### src/rtl/rrs_pkg.sv
package rrs_pkg;
  localparam int STS_W     = 8;
  localparam int OVR_BIT   = 2;
  localparam int RSP_BIT   = 0;
  localparam logic [3:0] SIZE_CAP  = 4'b0100;
  localparam logic [1:0] SIZE_CODE = 2'b10;

  function automatic logic [STS_W-1:0] size_word();
    return {SIZE_CAP, 2'b00, SIZE_CODE};
  endfunction
endpackage

### src/rtl/rrs_fifo.sv
module rrs_fifo #(
  parameter int W     = 64,
  parameter int DEPTH = 4
) (
  input  logic         clk,
  input  logic         rst,
  input  logic         in_valid,
  input  logic [W-1:0] in_data,
  output logic         out_valid,
  output logic [W-1:0] out_data,
  input  logic         out_ready,
  output logic         pop,
  output logic         overrun
);
  localparam int AW = $clog2(DEPTH);

  logic [W-1:0]  mem [DEPTH];
  logic [AW-1:0] wr_a, rd_a;
  logic [AW:0]   cnt;
  logic          full, empty, push;

  assign full      = (cnt == (AW+1)'(DEPTH));
  assign empty     = (cnt == '0);
  assign push      = in_valid & ~full;
  assign pop       = out_ready & ~empty;
  assign overrun   = in_valid & full;
  assign out_valid = ~empty;
  assign out_data  = mem[rd_a];

  always_ff @(posedge clk) begin
    if (push) mem[wr_a] <= in_data;
  end

  always_ff @(posedge clk) begin
    if (rst) begin
      wr_a <= '0;
      rd_a <= '0;
      cnt  <= '0;
    end else begin
      if (push) wr_a <= (wr_a == AW'(DEPTH-1)) ? '0 : wr_a + 1'b1;
      if (pop)  rd_a <= (rd_a == AW'(DEPTH-1)) ? '0 : rd_a + 1'b1;
      case ({push, pop})
        2'b10:   cnt <= cnt + 1'b1;
        2'b01:   cnt <= cnt - 1'b1;
        default: cnt <= cnt;
      endcase
    end
  end

  assert_cnt_bound_R3: assert property (@(posedge clk) disable iff (rst)
    cnt <= (AW+1)'(DEPTH));
  assert_drop_keeps_wr_R3: assert property (@(posedge clk) disable iff (rst)
    (in_valid && full) |=> $stable(wr_a));
  assert_order_R2: assert property (@(posedge clk) disable iff (rst)
    (!out_ready) |=> $stable(rd_a));
endmodule

### src/rtl/rrs_counter.sv
module rrs_counter #(
  parameter int PTR_W = 8,
  parameter int CNT_W = 8
) (
  input  logic             clk,
  input  logic             rst,
  input  logic             pop,
  input  logic [CNT_W-1:0] thresh,
  input  logic             empty_all,
  output logic [PTR_W-1:0] wptr,
  output logic             fire
);
  logic [CNT_W-1:0] cnt;
  logic [CNT_W-1:0] cnt_inc;
  logic             cnt_hit;

  assign cnt_inc = cnt + 1'b1;
  assign cnt_hit = pop && (thresh != '0) && (cnt_inc >= thresh);
  assign fire    = cnt_hit | empty_all;

  always_ff @(posedge clk) begin
    if (rst) begin
      cnt  <= '0;
      wptr <= '0;
    end else begin
      if (fire)     cnt <= '0;
      else if (pop) cnt <= cnt_inc;
      if (pop) wptr <= wptr + 1'b1;
    end
  end

  assert_wptr_step_R11: assert property (@(posedge clk) disable iff (rst)
    pop |=> wptr == $past(wptr) + 1'b1);
  assert_wptr_hold_R11: assert property (@(posedge clk) disable iff (rst)
    !pop |=> $stable(wptr));
  assert_cnt_restart_R5: assert property (@(posedge clk) disable iff (rst)
    fire |=> cnt == '0);
endmodule

### src/rtl/rrs_status.sv
module rrs_status
  import rrs_pkg::*;
(
  input  logic             clk,
  input  logic             rst,
  input  logic             ovr_evt,
  input  logic             rsp_evt,
  input  logic             wr,
  input  logic [STS_W-1:0] wdata,
  input  logic             ovr_ie,
  input  logic             rsp_ie,
  output logic [STS_W-1:0] sts,
  output logic             irq
);
  logic ovr_q, rsp_q, ovr_n, rsp_n;

  assign ovr_n = ovr_evt | (ovr_q & ~(wr & wdata[OVR_BIT]));
  assign rsp_n = rsp_evt | (rsp_q & ~(wr & wdata[RSP_BIT]));

  always_ff @(posedge clk) begin
    if (rst) begin
      ovr_q <= 1'b0;
      rsp_q <= 1'b0;
      irq   <= 1'b0;
    end else begin
      ovr_q <= ovr_n;
      rsp_q <= rsp_n;
      irq   <= (ovr_n & ovr_ie) | (rsp_n & rsp_ie);
    end
  end

  always_comb begin
    sts          = '0;
    sts[OVR_BIT] = ovr_q;
    sts[RSP_BIT] = rsp_q;
  end

  assert_ovr_set_R3: assert property (@(posedge clk) disable iff (rst)
    ovr_evt |=> ovr_q);
  assert_set_wins_R9: assert property (@(posedge clk) disable iff (rst)
    rsp_evt |=> rsp_q);
  assert_clear_R8: assert property (@(posedge clk) disable iff (rst)
    (wr && wdata[RSP_BIT] && !rsp_evt) |=> !rsp_q);
  assert_keep_R8: assert property (@(posedge clk) disable iff (rst)
    (!wr && !ovr_evt) |=> ovr_q == $past(ovr_q));
  assert_irq_off_R10: assert property (@(posedge clk) disable iff (rst)
    (!ovr_q && !rsp_q) |-> !irq);
endmodule

### src/rtl/resp_ring_status.sv
module resp_ring_status
  import rrs_pkg::*;
#(
  parameter int RSP_W      = 64,
  parameter int FIFO_DEPTH = 4,
  parameter int NUM_SDI    = 3,
  parameter int PTR_W      = 8,
  parameter int CNT_W      = 8
) (
  input  logic               clk,
  input  logic               rst,
  input  logic               rsp_valid_i,
  input  logic [RSP_W-1:0]   rsp_data_i,
  input  logic               frame_end_i,
  input  logic [NUM_SDI-1:0] slot_empty_i,
  output logic               dma_valid_o,
  output logic [RSP_W-1:0]   dma_data_o,
  output logic [PTR_W-1:0]   dma_slot_o,
  input  logic               dma_ready_i,
  input  logic [CNT_W-1:0]   resp_thresh_i,
  input  logic               ovr_ie_i,
  input  logic               rsp_ie_i,
  input  logic               sts_wr_i,
  input  logic [STS_W-1:0]   sts_wdata_i,
  output logic [STS_W-1:0]   sts_o,
  output logic [STS_W-1:0]   size_o,
  output logic               irq_o
);
  logic pop, overrun, fire, empty_all;

  assign empty_all = frame_end_i & (&slot_empty_i);
  assign size_o    = size_word();

  rrs_fifo #(.W(RSP_W), .DEPTH(FIFO_DEPTH)) u_fifo (
    .clk       (clk),
    .rst       (rst),
    .in_valid  (rsp_valid_i),
    .in_data   (rsp_data_i),
    .out_valid (dma_valid_o),
    .out_data  (dma_data_o),
    .out_ready (dma_ready_i),
    .pop       (pop),
    .overrun   (overrun)
  );

  rrs_counter #(.PTR_W(PTR_W), .CNT_W(CNT_W)) u_cnt (
    .clk       (clk),
    .rst       (rst),
    .pop       (pop),
    .thresh    (resp_thresh_i),
    .empty_all (empty_all),
    .wptr      (dma_slot_o),
    .fire      (fire)
  );

  rrs_status u_sts (
    .clk     (clk),
    .rst     (rst),
    .ovr_evt (overrun),
    .rsp_evt (fire),
    .wr      (sts_wr_i),
    .wdata   (sts_wdata_i),
    .ovr_ie  (ovr_ie_i),
    .rsp_ie  (rsp_ie_i),
    .sts     (sts_o),
    .irq     (irq_o)
  );

  assert_no_count_when_off_R6: assert property (@(posedge clk) disable iff (rst)
    (resp_thresh_i == '0 && !empty_all && !sts_o[RSP_BIT]) |=> !sts_o[RSP_BIT]);
endmodule

### config.mk
export PLATFORM = sky130hd
export DESIGN_NAME = resp_ring_status
export DESIGN_NICKNAME = d
export VERILOG_FILES = /design/src/rtl/rrs_pkg.sv /design/src/rtl/rrs_fifo.sv /design/src/rtl/rrs_counter.sv /design/src/rtl/rrs_status.sv /design/src/rtl/resp_ring_status.sv
export SDC_FILE = /design/constraint.sdc
export NUM_CORES = 1
export LEC_CHECK = 0
export ABC_AREA = 1
export BUFFER_PORTS_ARGS = -buffer_cell sky130_fd_sc_hd__buf_2
export CAP_MARGIN = 5
export CORE_MARGIN = 10
export CORE_UTILIZATION = 30
export DETAILED_ROUTE_END_ITERATION = 7
export PLACE_DENSITY = 0.59
export SLEW_MARGIN = 25
export SYNTH_ARGS = -nofsm -noshare
export SYNTH_HDL_FRONTEND = slang
export SYNTH_SLANG_ARGS = --single-unit
### constraint.sdc
create_clock -name clk -period 5.2 [get_ports clk]
set_input_delay 0.26 -clock clk [delete_from_list [all_inputs] [get_ports clk]]
set_output_delay 0.26 -clock clk [all_outputs]
set_load 0.05 [all_outputs]
==> flow_metrics.py <==
metrics = {
    "status": {
        "status": "completed",
    },
    "timing": {
        "worst_slew_pin_slew_ns": 0.816,
        "period_share": 0.649,
        "slew_headroom": 0.456,
        "tns_ns": 0,
        "rsz0062_at_grt": "no",
        "fmax_mhz": 296,
        "finalHoldViolCount": 0,
        "setup_violations": 0,
        "hold_slack_ns": 0.120,
        "report.final.slew_viol_count": 0,
        "clock_skew_ns": 0.0108,
        "min_period_ns": 3.37,
    },
    "worst_setup_path": {
        "r2r_cells": 14,
        "cp_num_buf_inv": 4,
        "reg2reg_to": "u_sts.irq",
        "path_delay_family": "buffers and inverters",
        "cp.depth": 6,
        "critical_path.max_fanout": 65,
        "critPathCaptureType": "output port",
        "cp.arrival_ns": 3.11,
        "required_ns": 4.94,
        "cp_cell_sequence": "buf_4 > inv_2 > buf_4 > o21ai_0 > o22ai_1 > buf_2",
        "cpMaxStageDelayCell": "inv_2",
        "start_kind": "flop",
        "rr_startpoint": "u_cnt.cnt[0]",
        "slowest_delay_ns": 0.60,
        "crit_top_cell": "buf_4",
        "critPathKind": "flop to output port",
        "reg2reg_slack_ns": 2.61,
    },
    "synth": {
        "synthCells": 856,
        "ys_ff_latch": 284,
        "syn_area_um2": 11300,
        "yosysWarnings": 0,
        "synth_compound_area_frac": 0.112,
        "synth_area_leaders": "edfxtp_1 (68%), nor2_1 (5.0%), dfxtp_1 (5.0%)",
        "async_flop_share": 0,
        "ys_seq_area_frac": 0.731,
        "synthSimpleGateAreaFrac": 0.0853,
        "synth_edf_count": 256,
        "synth_top_family_by_area": "compound AO/OA/AOI/OAI gates",
        "synth_cell_types": 39,
        "avgSynthCellArea_um2": 13.2,
        "synth_fa_ha_area_frac": 0.0195,
        "synth_xor_area_frac": 0.00388,
        "synth.top_cell.area_share": 0.682,
        "synth_top_flop_cell": "edfxtp_1",
        "synthMuxAreaShare": 0,
        "synth_top_area_cell": "edfxtp_1",
    },
    "placed_design": {
        "dp_cells": 1482,
        "gp_congestion": 0.732,
        "dp_hpwl_um": 15300,
        "numPortBuffers": 160,
    },
    "global_routing": {
        "grt_max_degree": 94,
        "grtUsageTotal": 0.114,
        "grt_pass1_wl_um": 41000,
        "antenna_found_initial": 3,
        "grt_pass1_vias": 7373,
        "grt_overflow": 0,
    },
    "cells_and_area": {
        "final_cell_mix": "edfxtp_1 (256), buf_2 (160), nor2_1 (146)",
        "final_common_cell": "edfxtp_1",
        "fin_cells": 1612,
        "final_nets": 1189,
        "drive_above_1_share": 0.225,
        "fin_util": 0.386,
        "synthToLayoutAreaGrowth_pct": 26.2,
    },
    "min_path": {
        "hold_class": "input pin to flop",
        "holdCritStartpoint": "sts_wdata_i[0]",
        "min_to": "u_sts.rsp_q",
        "hold_depth": 6,
    },
    "drt": {
        "wl_met2_um": 12000,
        "wl_met3_um": 2200,
        "wl_per_cell_um": 16.5,
        "wirelength_um": 26700,
        "drt_pass1_iterations": 5,
        "via_per_inst": 4.49,
        "met1_length_um": 12000,
        "drt_iter0_drc": 447,
        "postRouteAntennaNets": 0,
        "top_layer": "met4",
        "vias": 7237,
        "remaining_drc_errors": 0,
    },
    "clock_network": {
        "tritoncts": "built",
        "clkSinkCount": 284,
        "clk_latency_ns": 0.54,
        "numCtsBuffers": 31,
        "clockBufferDepth": 3,
        "htree_levels": 1,
        "clock-root-buffer": "clkbuf_16",
        "clkTransAtPathRegs_ns": 0.06,
    },
    "floorplan": {
        "initial_core_util": 0.306,
        "die_area_um2": 45700,
        "num_rows": 70,
        "fp.dieH_um": 214,
        "core-area_um2": 36900,
        "io_pins": 181,
        "dieWidth_um": 214,
    },
    "pwr": {
        "ir_worst_vdd_mv": 0.262,
        "p_leak_nw": 5.21,
        "cellPowerDensity_nw_per_um2": 558,
        "power_mw": 7.94,
    },
    "flow_run": {
        "max-cap-violations": 0,
    },
}
[worst min-delay path, delay by kind of cell]
family	cells	cell delay [ns]
buf+inv	2	0.10
simple gates	4	0.25
[final cells by class]
cell class	count	area, µm²
fillers	3502	22600
inverters	40	159
flip-flops and latches	284	8250
clock inverters	20	219
clock buffers	37	798
diodes	3	7.51
repair buffers	241	1600
well taps	504	631
multi-input cells	483	2570
[cell usage after synthesis (2+ instances only)]
cell and instances:
nor2_1 150, inv_1 32, a21oi_1 16, a21oi_2 7, nand3_1 7, dfxtp_1 28, edfxtp_1 256, nand2_1 39
xor2_1 5, nand4_1 4, nand3_2 2, nand3_4 2, nor3_2 2, o21ai_0 94, o21ai_1 43, ha_1 16
inv_2 6, o22ai_1 64, o21a_1 2, conb_1 2, buf_4 29, nor3_1 2, clkbuf_1 21, nand2_2 3
buf_6 5, buf_2 6
[registers in the layout, summed over array words and instances, names as in the netlist, named ones only]
signal / flops
u_cnt.cnt: 8
u_cnt.wptr: 8
u_fifo.cnt: 3
u_fifo.mem: 256
u_fifo.rd_a: 2
u_fifo.wr_a: 2
u_sts.irq: 1
u_sts.ovr_q: 1
u_sts.rsp_q: 1
[power breakdown]
| part | internal, mW | switching [mW] | total [mW] |
|---|---|---|---|
| clock | 1.33 | 0.835 | 2.17 |
| sequential | 2.73 | 0.114 | 2.84 |
| combinational | 0.634 | 2.29 | 2.93 |
[layer usage]
metal | GRT usage | up-vias
met5 | 0 | -
met4 | 0.0306 | 0
met3 | 0.0315 | 31
li1 | - | 3540
met2 | 0.178 | 207
met1 | 0.151 | 3459
[metrics by stage]
stage / cell area (µm²) / setup WS [ns]
2_1_floorplan: 11300 / 1.39
3_3_place_gp: 12500 / 2.31
3_5_place_dp: 12500 / 2.29
4_1_cts: 14200 / 1.70
5_1_grt: 14200 / 1.59
6_report: 14200 / 1.83
[worst max-delay path by stage]
stage                       endpoint           from
global route          dma_data_o[15]           flop
finish                dma_data_o[15]           flop
floorplan           u_fifo.mem[0][0]  u_fifo.cnt[1]
global placement      dma_data_o[15]           flop
detailed placement    dma_data_o[52]           flop
CTS                   dma_data_o[52]           flop
[what timing repair did]
action                                 4_1_cts  5_1_grt
gates resized for setup                      0        0
endpoints found under the hold margin      263        0
setup buffers                                0        0
hold buffers                                70        0
[cell families (layout without fill, tap and decap cells)]
kind of cell    Yosys count  in the layout
simple gates            219            219
fa+ha+maj                17             17
buf+inv                 101            338
flops                   284            284
compound gates          228            228
xor+xnor                  5              5
other cells               2             17
Power figures use the tool's default switching activity.
